===== src/rtl/rounder_pkg.sv =====
package rounder_pkg;
  typedef enum logic {LEN_SHORT = 1'b0, LEN_LONG = 1'b1} len_e;

  function automatic int unsigned half_lsb_exp(input int unsigned drop);
    return drop - 1;
  endfunction
endpackage


===== src/rtl/dither_lfsr.sv =====
module dither_lfsr #(
  parameter int W      = 23,
  parameter int TAP    = 18,
  parameter logic [W-1:0] SEED = 23'h4F1BD3,
  parameter int DOUT_W = 12
) (
  input  logic              clk,
  input  logic              rst,
  input  logic              adv,
  output logic [DOUT_W-1:0] dout
);
  logic [W-1:0] state;
  logic         fb;

  assign fb   = state[W-1] ^ state[TAP-1];
  assign dout = state[DOUT_W-1:0];

  always_ff @(posedge clk) begin
    if (rst)      state <= SEED;
    else if (adv) state <= {state[W-2:0], fb};
  end

  AST_LFSR_NONZERO: assert property (@(posedge clk) disable iff (rst)
    state != '0);
  AST_LFSR_HOLD: assert property (@(posedge clk) disable iff (rst)
    !adv |=> $stable(state));
endmodule


===== src/rtl/round_sat.sv =====
module round_sat #(
  parameter int IN_W  = 34,
  parameter int DROP  = 8,
  parameter int KEEP  = 24,
  parameter int OUT_W = 24
) (
  input  logic [IN_W-1:0]  din,
  input  logic [DROP-1:0]  radd,
  output logic [OUT_W-1:0] q
);
  localparam int SUM_W = IN_W + 1;
  localparam int HI_W  = SUM_W - DROP;

  logic signed [SUM_W-1:0] sum;
  logic        [HI_W-1:0]  hi;
  logic                    ovf_pos, ovf_neg;
  logic signed [KEEP-1:0]  kept;

  assign sum = $signed({din[IN_W-1], din}) + $signed({{(SUM_W-DROP){1'b0}}, radd});
  assign hi  = sum[SUM_W-1:DROP];

  assign ovf_pos = !hi[HI_W-1] &&  (|hi[HI_W-2:KEEP-1]);
  assign ovf_neg =  hi[HI_W-1] && !(&hi[HI_W-2:KEEP-1]);

  always_comb begin
    if (ovf_pos)      kept = {1'b0, {(KEEP-1){1'b1}}};
    else if (ovf_neg) kept = {1'b1, {(KEEP-1){1'b0}}};
    else              kept = hi[KEEP-1:0];
  end

  assign q = OUT_W'(kept);
endmodule


===== src/rtl/word_rounder.sv =====
module word_rounder #(
  parameter int GUARD_W = 2,
  parameter int FRAC_W  = 32,
  parameter int LONG_W  = 24,
  parameter int SHORT_W = 20,
  parameter int LFSR_W  = 23,
  parameter int LFSR_TAP = 18,
  parameter logic [LFSR_W-1:0] LFSR_SEED = 23'h4F1BD3
) (
  input  logic                        clk,
  input  logic                        rst,
  input  logic                        in_valid,
  input  logic [GUARD_W+FRAC_W-1:0]   in_sample,
  input  logic                        len_sel,
  input  logic                        dith_en,
  output logic                        out_valid,
  output logic [LONG_W-1:0]           out_sample
);
  import rounder_pkg::*;

  localparam int IN_W    = GUARD_W + FRAC_W;
  localparam int DROP_L  = FRAC_W - LONG_W;
  localparam int DROP_S  = FRAC_W - SHORT_W;
  localparam int DITH_W  = (DROP_S > DROP_L) ? DROP_S : DROP_L;

  logic [DITH_W-1:0] dith_bits;
  logic [LONG_W-1:0] cand [2];
  len_e              len_mode;

  assign len_mode = len_e'(len_sel);

  dither_lfsr #(
    .W(LFSR_W), .TAP(LFSR_TAP), .SEED(LFSR_SEED), .DOUT_W(DITH_W)
  ) u_lfsr (
    .clk(clk), .rst(rst), .adv(in_valid), .dout(dith_bits)
  );

  for (genvar g = 0; g < 2; g++) begin : g_len
    localparam int DROP = (g == 1) ? DROP_L : DROP_S;
    localparam int KEEP = (g == 1) ? LONG_W : SHORT_W;
    localparam logic [DROP-1:0] HALF = DROP'(1) << half_lsb_exp(DROP);
    logic [DROP-1:0] radd;

    assign radd = dith_en ? dith_bits[DROP-1:0] : HALF;

    round_sat #(.IN_W(IN_W), .DROP(DROP), .KEEP(KEEP), .OUT_W(LONG_W)) u_rs (
      .din(in_sample), .radd(radd), .q(cand[g])
    );
  end

  always_ff @(posedge clk) begin
    if (rst) begin
      out_valid  <= 1'b0;
      out_sample <= '0;
    end else begin
      out_valid <= in_valid;
      if (in_valid)
        out_sample <= (len_mode == LEN_LONG) ? cand[1] : cand[0];
    end
  end

  AST_LAT_HIGH: assert property (@(posedge clk) disable iff (rst)
    in_valid |=> out_valid);
  AST_LAT_IDLE: assert property (@(posedge clk) disable iff (rst)
    !in_valid |=> (!out_valid && $stable(out_sample)));
  AST_SEXT_SHORT: assert property (@(posedge clk) disable iff (rst)
    (in_valid && !len_sel) |=> (out_sample[LONG_W-1:SHORT_W] == {(LONG_W-SHORT_W){out_sample[SHORT_W-1]}}));
  AST_POS_NOT_NEG: assert property (@(posedge clk) disable iff (rst)
    (in_valid && !in_sample[IN_W-1]) |=> !out_sample[LONG_W-1]);
endmodule


===== config.mk =====
export PLATFORM = sky130hd
export DESIGN_NAME = word_rounder
export DESIGN_NICKNAME = d
export VERILOG_FILES = /design/src/rtl/rounder_pkg.sv /design/src/rtl/dither_lfsr.sv /design/src/rtl/round_sat.sv /design/src/rtl/word_rounder.sv
export SDC_FILE = /design/constraint.sdc
export NUM_CORES = 1
export LEC_CHECK = 0
export BUFFER_PORTS_ARGS = -buffer_cell sky130_fd_sc_hd__clkbuf_2
export CORE_MARGIN = 10
export CORE_UTILIZATION = 30
export CTS_CLUSTER_DIAMETER = 120
export CTS_CLUSTER_SIZE = 28
export DETAILED_ROUTE_END_ITERATION = 12
export HOLD_SLACK_MARGIN = 0.03
export PLACE_DENSITY = 0.47
export SYNTH_ARGS = -nofsm -noshare
export SYNTH_HDL_FRONTEND = slang
export SYNTH_SLANG_ARGS = --single-unit

===== constraint.sdc =====
create_clock -name clk -period 8.63 [get_ports clk]
set_input_delay 0.863 -clock clk [delete_from_list [all_inputs] [get_ports clk]]
set_output_delay 0.863 -clock clk [all_outputs]
set_load 0.02 [all_outputs]

==> reports/qor.txt, run 1 <==
Worst R2R Setup Slack = 4850 ps
ys async rst share = 0%
Starting Density = 30.65%
worst hold path type = flip-flop to flip-flop
top_reg_cell synth = dfxtp_1
fin area = 0.003980 sq mm
Mapped Area = 0.003515 sq mm
io pins = 64
clock skew = 6.832 ps
Mapped Cells = 408
Ant. Diodes = 0
final hold violation count = 0
post-CTS sizing = 0
maxcap violations = 0
final period utilization = 49.04%
cells along the critical path = clkbuf_2 > and2_1 > ha_1 > a41oi_1 > o2111ai_1 > nand4_1 > or3_4 > o211ai_1 > a21o_2 > a211oi_2 > nor4_2
Synth-to-Final Area Change = 13.24%
layout cells sized above 1 = 24.62%
Detailed Place HPWL = 7738 um
Pins Over Slew Limit = 0
Ys Warns = 0
placed inst area = 0.003809 sq mm
DIE WIDTH = 128.2 um
Cell variety after synth = 60
FMAX = 0.2363 GHz
Cell Rows = 39
I/O Buffers = 63
routed wire length = 10230 um
Crit Path Category = input pin to flip-flop
Clock Path Buffers = 2
Leak = 0.001717 uW
Avg WL per Cell = 17.10 um
Placed Instances = 590
measured slew at the worst slew-check pin = 954.1 ps
status = complete, no violations
R2R depth = 10
worst hold start = out_sample[18]
GRT Overall Usage = 12.35%
post-route ant nets = 0
sequential area share after synthesis = 27.34%
Setup crit start = dith_en
die area = 0.01644 sq mm
nets = 505
RSZ-0062 raised after global routing = false
maximum VDD drop = 0.00007598 V
max_slew headroom = 36.33%
Clock Latency Late Sink = 290 ps
via count = 2997
H-tree level count = 2
vias per inst = 5.012
Clock Sinks = 48
CTS Hold Bufs = 0
fin crit period = 4233 ps
DRC viols = 0
number of enable flip-flop cells after synthesis = 0
syn nets = 459
Required @ worst endpoint = 8840 ps
Core Box Area = 0.01147 sq mm
grt total ovfl = 0
pwr dens = 155.6 mW/mm^2
TritonCTS clock tree = yes
syn avg cell area = 8.614 sq um
die height = 128.2 um
Setup crit start kind = input pin
Final GP Congestion = 0.8563
Synth Register Bits = 48
Worst-path clk slew = 70 ps
post-CTS setup buffer count = 0
non-filler cells, final = 598
Initial DRC Count = 188
Final TNS setup = 0 ps
R2R Path End = out_sample[17]
global-route wire length before repair = 16550 um
Crit-path slowest cell = nand4_1
# setup viols final = 0
initial antenna violation count = 0
R2R Path Start = u_lfsr.state[1]
CTS Buf Count = 5
vias in the first global route = 3059
nature of the critical path endpoint = flip-flop
crit path to = out_sample[17]
clk root buf = clkbuf_16
CP peak stage delay = 820 ps
first drt pass iteration count = 5
crit path DAT = 4440 ps
CP max FO = 20
largest net degree at the start of global routing = 33
## flip-flops by register name (all words and copies together), names as in the netlist
| signal | cells |
|---|---|
| out_sample | 24 |
| u_lfsr.state | 23 |
| out_valid | 1 |
## worst max-delay path, delay by kind of cell
family	cells	cell delay, ps
compound gates	5	1190
fa+ha+maj	1	270
buf+inv	1	160
simple gates	4	1950
## worst min path at each step
| stage | slack, ps | endpoint | cells past startpoint |
|---|---|---|---|
| after global placement | 440 | out_sample[7] | 2 |
| final | 460 | out_sample[18] | 2 |
| after global routing | 470 | out_sample[18] | 2 |
| after floorplan | 440 | u_lfsr.state[12] | 2 |
| after CTS | 460 | out_sample[18] | 2 |
| after detailed placement | 440 | out_sample[4] | 2 |
## routing by layer
metal	up-vias	part of all wire [%]	GRT usage [%]
met5	-	0	0
met4	0	1.1	3.377
met2	68	47	20.31
met1	1373	46	15.85
met3	7	5.6	2.647
li1	1549	-	-
## power by group
part / switching (uW) / internal (uW)
clock: 94.7 / 138
combinational: 87.9 / 51.7
sequential: 9.62 / 237
total: 192 / 427
## Yosys cell counts, types with 8 or more instances
cell type / number / area share, %
nand2_1: 49 / 5.2
and2_1: 10 / 1.8
nand3_1: 9 / 1.3
clkbuf_1: 9 / 0.96
o21ai_0: 13 / 1.9
nor2_1: 41 / 4.4
xor2_1: 35 / 8.7
xnor2_1: 9 / 2.2
dfxtp_1: 48 / 27
o41ai_2: 12 / 5.6
nor3_1: 9 / 1.3
ha_1: 12 / 4.3
buf_6: 8 / 2.6
a21oi_1: 26 / 3.7
mux2i_1: 22 / 6.3
## cells by family after synthesis
family	count (synthesis)	share of synthesized area [%]
compound gates	93	21.79
simple gates	155	22.29
mux	22	6.266
xor+xnor	44	10.96
flops	48	27.34
fa+ha+maj	12	4.272
buf+inv	34	7.084
## cells in the final DEF, fill, tap and decap left out, types with 2 or more instances in the layout
cell type and instances:
clkbuf_16 5, ha_1 12, o21bai_1 2, nand2_1 49, a21oi_1 26, nand2b_1 2, nand4_1 7, nor4_1 2
nor2_1 41, clkbuf_2 63, and3_2 3, a21o_1 3, or3_1 3, nor3_1 9, o21ai_0 13, and4_1 3
a32o_1 2, buf_4 3, o21ai_1 2, a211oi_1 6, nand3_1 9, inv_1 6, and3_1 7, xnor2_1 9
a21oi_2 7, dfxtp_1 48, nor4_2 2, and2_1 10, mux2i_1 22, o211ai_1 4, a211oi_2 2, o41ai_2 12
xor2_1 35
## per-stage QoR
| stage | setup slack, ps | total power, uW | util [%] | hold slack, ps |
|---|---|---|---|---|
| finish | 4397 | 619.4 | 34.71 | 458.6 |
| floorplan | 5264 | 351.0 | - | 440.9 |
| detailed placement | 4142 | 392.8 | 33.21 | 441.9 |
| global placement | 4229 | 392.1 | 33.21 | 442.5 |
| global route | 4154 | 649.0 | 34.71 | 474.0 |
| CTS | 4442 | 628.2 | 34.71 | 458.1 |
## final cells by class
class	instances	area, sq um
multi-input cells	326	2305
inverters	7	26.28
clock inverters	3	46.29
clock buffers	5	125.1
flip-flops and latches	48	960.9
well taps	143	178.9
fillers	1228	7487
repair buffers	66	337.8
Note: power is estimated with default switching activity, not from simulation.
==> run 2: changes to the inputs <==
clock period = 4.37 ns   (was 8.63 ns; I/O delays follow)
==> run 2 against run 1 <==
  * Final cell count rose by 0.33%
  * Sequential share of layout area is essentially flat
  * Die area stayed put
  * Combinational power is 97% higher
  * Critical path type unchanged
  * Largest power group unchanged
==> reports/qor.txt, run 2 (synthesized netlist as in run 1, its figures left out) <==
final period utilization = 70.58%
layout cells sized above 1 = 24.95% (+0.33 points)
grt total ovfl = 0 (unchanged)
Detailed Place HPWL = 7709 um (-0.38%)
worst hold path type = flip-flop to flip-flop
Multi-input gate area = 0.002305 sq mm (unchanged)
nets = 507 (+0.40%)
initial antenna violation count = 0 (unchanged)
CTS Hold Bufs = 0 (unchanged)
largest net degree at the start of global routing = 32 (-3.0%)
Hold Path Stages = 2 (unchanged)
final hold violation count = 0 (unchanged)
CTS Buf Count = 5 (unchanged)
Core Box Area = 0.01147 sq mm (unchanged)
maximum VDD drop = 0.0001507 V (+98%)
R2R Path Start = u_lfsr.state[5]
status = complete, no violations
fin area = 0.003976 sq mm (about the same)
vias in the first global route = 3106 (+1.5%)
RSZ-0062 raised after global routing = false
Clock Sinks = 48 (unchanged)
Clock Path Buffers = 2 (unchanged)
GRT Overall Usage = 12.48% (+0.13 points)
largest registers = out_sample x24, u_lfsr.state x23, out_valid x1
Final GP Congestion = 0.8328 (-2.7%)
Clock Latency Late Sink = 290 ps (about the same)
pwr dens = 293.1 mW/mm^2 (+88%)
Ant. Diodes = 0 (unchanged)
Avg WL per Cell = 16.96 um (-0.85%)
I/O Buffers = 63 (unchanged)
commonest cells after routing, fill and taps aside = clkbuf_2, nand2_1, dfxtp_1
Setup crit start kind = input pin
die area = 0.01644 sq mm (unchanged)
post-CTS sizing = 0 (unchanged)
Leak = 0.001723 uW (+0.34%)
crit path DAT = 3290 ps (-1150 ps)
Pins Over Slew Limit = 0 (unchanged)
first drt pass iteration count = 5 (unchanged)
maxcap violations = 0 (unchanged)
FMAX = 0.3242 GHz
# setup viols final = 0 (unchanged)
Synth-to-Final Area Change = 13.14% (about the same)
commonest non-fill, non-tap cell in the layout = clkbuf_2
clock skew = 9.826 ps (+2.994 ps)
fin crit period = 3084 ps
post-route ant nets = 0 (unchanged)
max reg flops = 24 (unchanged)
max_slew headroom = 34.74% (-1.6 points)
placed inst area = 0.003824 sq mm (+0.39%)
CP max FO = 17 (-15%)
R2R depth = 10 (unchanged)
Starting Density = 30.65% (unchanged)
Crit Path Category = input pin to flip-flop
nature of the critical path endpoint = flip-flop
io pins = 64 (unchanged)
Setup crit start = dith_en
Fillers = 1207 (-1.7%)
vias per inst = 5.067 (+1.1%)
via count = 3040 (+1.4%)
routed wire length = 10170 um (-0.52%)
DRC viols = 0 (unchanged)
Initial DRC Count = 178 (-5.3%)
die height = 128.2 um (unchanged)
global-route wire length before repair = 16710 um (+1.0%)
H-tree level count = 2 (unchanged)
post-CTS setup buffer count = 0 (unchanged)
worst hold start = out_sample[11]
Top reg by flops = out_sample
Worst-path clk slew = 70 ps (about the same)
clk root buf = clkbuf_16
measured slew at the worst slew-check pin = 977.9 ps (+23.83 ps)
worst min-delay path endpoint = out_sample[11]
Register Area = 960.9 sq um (unchanged)
Worst R2R Setup Slack = 1330 ps (-3520 ps)
TritonCTS clock tree = yes
R2R Path End = out_sample[7]
Cell Rows = 39 (unchanged)
Final TNS setup = 0 ps (unchanged)
DIE WIDTH = 128.2 um (unchanged)
Required @ worst endpoint = 4570 ps (-4270 ps)
-- run 2: cell types whose count changed in the layout (fill, tap and decap cells not counted), sizes merged --
cell / change
buf: +2
clkinvlp: -1
bufinv: -1
clkinv: +1
clkbuf: +1
-- run 2: worst max-delay path by stage --
stage | end | slack, ps | cells past startpoint
after floorplan | out_sample[11] | 1430 | 12
after global placement | out_sample[7] | 1030 | 11
after detailed placement | out_sample[8] | 960 | 11
after CTS | out_sample[7] | 1260 | 11
after global routing | out_sample[7] | 1030 | 11
final | out_sample[7] | 1290 | 11
-- run 2: area by class of cell --
type | count | share of cell area [%]
well taps | 143 | 4.500
inverters | 7 | 0.6608
clock inverters | 2 | 0.3461
flip-flops and latches | 48 | 24.17
clock buffers | 6 | 3.493
repair buffers | 68 | 8.874
multi-input cells | 326 | 57.96
-- run 2: stage by stage --
stage          total power [uW]  hold slack [ps]  setup WS, ps  utilization [%]  cells
6_report                   1165            457.3          1286            34.68    600
5_1_grt                    1238            474.0          1030            34.68    600
4_1_cts                    1185            458.7          1257            34.68    600
3_5_place_dp              776.1            439.6         960.1            33.34    592
3_3_place_gp              775.6            438.7          1034            33.34    592
2_1_floorplan             693.2            440.9          1430                -    408
-- run 2: worst max-delay path, stage by stage --
cell and delay [ps]:
clkbuf_2 160, and2_1 190, ha_1 280, a211oi_1 330, o211ai_1 170, a41o_1 310
o211ai_1 250, xor2_1 160, o21ai_4 520, a21oi_1 180, o41ai_2 290
-- run 2: power by group --
group	internal (uW)	switching [uW]
Sequential	469	19.1
Clock	229	172
Combinational	102	173
Total	800	365
-- run 2: metal layers --
| layer | vias up | global-route usage [%] | wire length (um) | part of all wire [%] |
|---|---|---|---|---|
| li1 | 1552 | - | - | - |
| met2 | 58 | 20.25 | 4807 | 47 |
| met1 | 1423 | 16.27 | 4777 | 47 |
| met5 | - | 0 | 0 | 0 |
| met4 | 0 | 2.980 | 93 | 0.91 |
| met3 | 7 | 2.895 | 495 | 4.9 |
==> run 3: changes to the inputs <==
PLACE_DENSITY = 0.49   (was 0.47)
clock period = 2.5 ns   (was 4.37 ns; I/O delays follow)
==> run 3 against run 2 <==
  * The run now ends with negative setup slack left
  * Register-to-register slack worse by 1600 ps
  * Non-clock buffer count grew 75
  * Worst hold slack got worse by 200 ps
==> reports/qor.txt, run 3 (synthesized netlist as in run 1, its figures left out) <==
status = finished, violations left
failing checks = negative setup slack
cells along the critical path = and2_4 > ha_4 > a41oi_4 > o2111ai_4 > nand4_1 > buf_4 > o21ai_2 > o211ai_1 > a21o_4 > buf_12 > a21o_1 > a32o_1
Register Area = 963.4 sq um (+0.26%)
CP peak stage delay = 330 ps (-190 ps)
nature of the critical path endpoint = flip-flop
top layer in use = met4
Core Box Area = 0.01147 sq mm (unchanged)
Top reg by flops = out_sample
fin crit period = 2756 ps
Detailed Place HPWL = 8724 um (+13%)
worst min-delay path endpoint = out_sample[23]
CP max FO = 10 (-7)
Worst-path clk slew = 70 ps (about the same)
maximum VDD drop = 0.0002518 V (+67%)
measured slew at the worst slew-check pin = 492.6 ps (-485.3 ps)
TritonCTS clock tree = yes
largest net degree at the start of global routing = 21 (-34%)
Clock Sinks = 48 (unchanged)
global-route wire length before repair = 18240 um (+9.1%)
CTS Buf Count = 5 (unchanged)
H-tree level count = 2 (unchanged)
post-route ant nets = 0 (unchanged)
CP delay by family, top = compound AO/OA/AOI/OAI gates
Fillers = 1142 (-5.4%)
largest registers = out_sample x24, u_lfsr.state x23, out_valid x1
vias per inst = 5.021 (-0.91%)
clk root buf = clkbuf_16
Multi-input gate area = 0.002600 sq mm (+13%)
max_slew headroom = 67.04% (+32 points)
nets = 583 (+15%)
DIE WIDTH = 128.2 um (unchanged)
Clock Path Buffers = 2 (unchanged)
io pins = 64 (unchanged)
Worst Slack Setup Final = -256.0 ps (-1542 ps)
DRC viols = 0 (unchanged)
FMAX = 0.3628 GHz
commonest cells after routing, fill and taps aside = buf_4, clkbuf_2, nand2_1
Hold Path Stages = 3 (+1)
met1 wire length = 5273 um (+10%)
Cell Rows = 39 (unchanged)
final hold violation count = 0 (unchanged)
I/O Buffers = 63 (unchanged)
worst hold path type = input pin to flip-flop
Worst R2R Setup Slack = -260 ps (-1590 ps)
Synth-to-Final Area Change = 42.29%
commonest non-fill, non-tap cell in the layout = buf_4
# setup viols final = 23 (+23)
RSZ-0062 raised after global routing = true
final period utilization = 110.2%
pwr dens = 466.0 mW/mm^2 (+59%)
GRT Overall Usage = 13.61% (+1.1 points)
Avg WL per Cell = 17.44 um (+2.8%)
Final GP Congestion = 0.8977 (+7.8%)
clock skew = 3.998 ps (-5.828 ps)
worst slack, placed = -460.7 ps (-1421 ps)
Clock Latency Late Sink = 290 ps (about the same)
DR WL met3 = 700 um (+41%)
CTS Hold Bufs = 0 (unchanged)
grt total ovfl = 0 (unchanged)
maxcap violations = 0 (unchanged)
R2R Path Start = u_lfsr.state[1]
R2R Path End = out_sample[2]
Ant. Diodes = 0 (unchanged)
Starting Density = 30.65% (unchanged)
Crit-path slowest cell = dfxtp_2
Crit Path Category = flip-flop to flip-flop
initial antenna violation count = 0 (unchanged)
max reg flops = 24 (unchanged)
Buf+Inv Stages, Crit Path = 2 (+1)
first drt pass iteration count = 4 (-1)
via count = 3394 (+12%)
Leak = 0.002200 uW (+28%)
worst hold start = len_sel
routed wire length = 11790 um (+16%)
R2R depth = 12 (+2)
final hold slack = 255.9 ps (-201.4 ps)
die area = 0.01644 sq mm (unchanged)
crit path DAT = 2940 ps (-350 ps)
met2 routed WL = 5625 um (+17%)
vias in the first global route = 3470 (+12%)
layout cells sized above 1 = 43.71% (+19 points)
Initial DRC Count = 145 (-19%)
Pins Over Slew Limit = 0 (unchanged)
Setup crit start kind = flip-flop
die height = 128.2 um (unchanged)
Required @ worst endpoint = 2690 ps (-1880 ps)
[run 3: cell count changes in the layout (fill, tap and decap cells not counted), moves of 3 or more]
cell | before | now
buf_6 | 0 | 4
o21ai_1 | 2 | 9
a21oi_2 | 7 | 20
a211oi_1 | 6 | 0
ha_1 | 12 | 9
nor3_2 | 0 | 4
o21ai_0 | 13 | 4
a211oi_2 | 2 | 6
buf_4 | 5 | 67
nor3_1 | 9 | 5
a21oi_1 | 26 | 13
buf_12 | 0 | 6
[run 3: worst reg2reg max path, stage by stage (launching register included)]
cell	delay [ps]
dfxtp_2	330
and2_4	140
ha_4	270
a41oi_4	130
o2111ai_4	230
nand4_1	200
buf_4	200
o21ai_2	140
o211ai_1	170
a21o_4	290
buf_12	150
a21o_1	150
a32o_1	250
[run 3: layer usage]
| layer | global-route usage [%] | vias to the layer above |
|---|---|---|
| met5 | 0 | - |
| met4 | 4.768 | 0 |
| met2 | 21.93 | 82 |
| met1 | 17.66 | 1599 |
| met3 | 2.523 | 13 |
| li1 | - | 1700 |
[run 3: worst max path at each step]
stage	from	to	depth (start not counted)
finish	u_lfsr.state[1]	out_sample[2]	12
global route	u_lfsr.state[1]	out_sample[5]	11
CTS	u_lfsr.state[4]	out_sample[13]	14
detailed placement	dith_en	out_sample[3]	12
global placement	dith_en	out_sample[5]	14
floorplan	dith_en	out_sample[5]	13
[run 3: stage by stage]
stage          area (sq um)  power (uW)  util (%)  setup TNS [ps]  cells
2_1_floorplan          3602        1227         -          -71.65    408
3_3_place_gp           4437        1464     38.69           -7925    656
3_5_place_dp           4437        1470     38.69           -9056    656
4_1_cts                4758        2300     41.49           -2133    667
5_1_grt                5001        2450     43.61           -6518    676
6_report               5001        2330     43.61           -3998    676
[run 3: what timing repair did]
item	4_1_cts	5_1_grt
pin swaps	8	35
buffers inserted	3	6
setup endpoints to repair	23	23
resized for setup	28	29
cloned	1	4
[run 3: power by group]
group | switching, uW | internal, uW
logic | 377 | 313
clock network | 311 | 476
registers | 34.1 | 820
total | 722 | 1610
[run 3: cell type report]
type	instances	share of cell area [%]
clock buffers	5	2.502
inverters	7	0.5254
clock inverters	3	0.9257
flip-flops and latches	48	19.26
multi-input cells	327	51.99
repair buffers	143	21.22
well taps	143	3.578
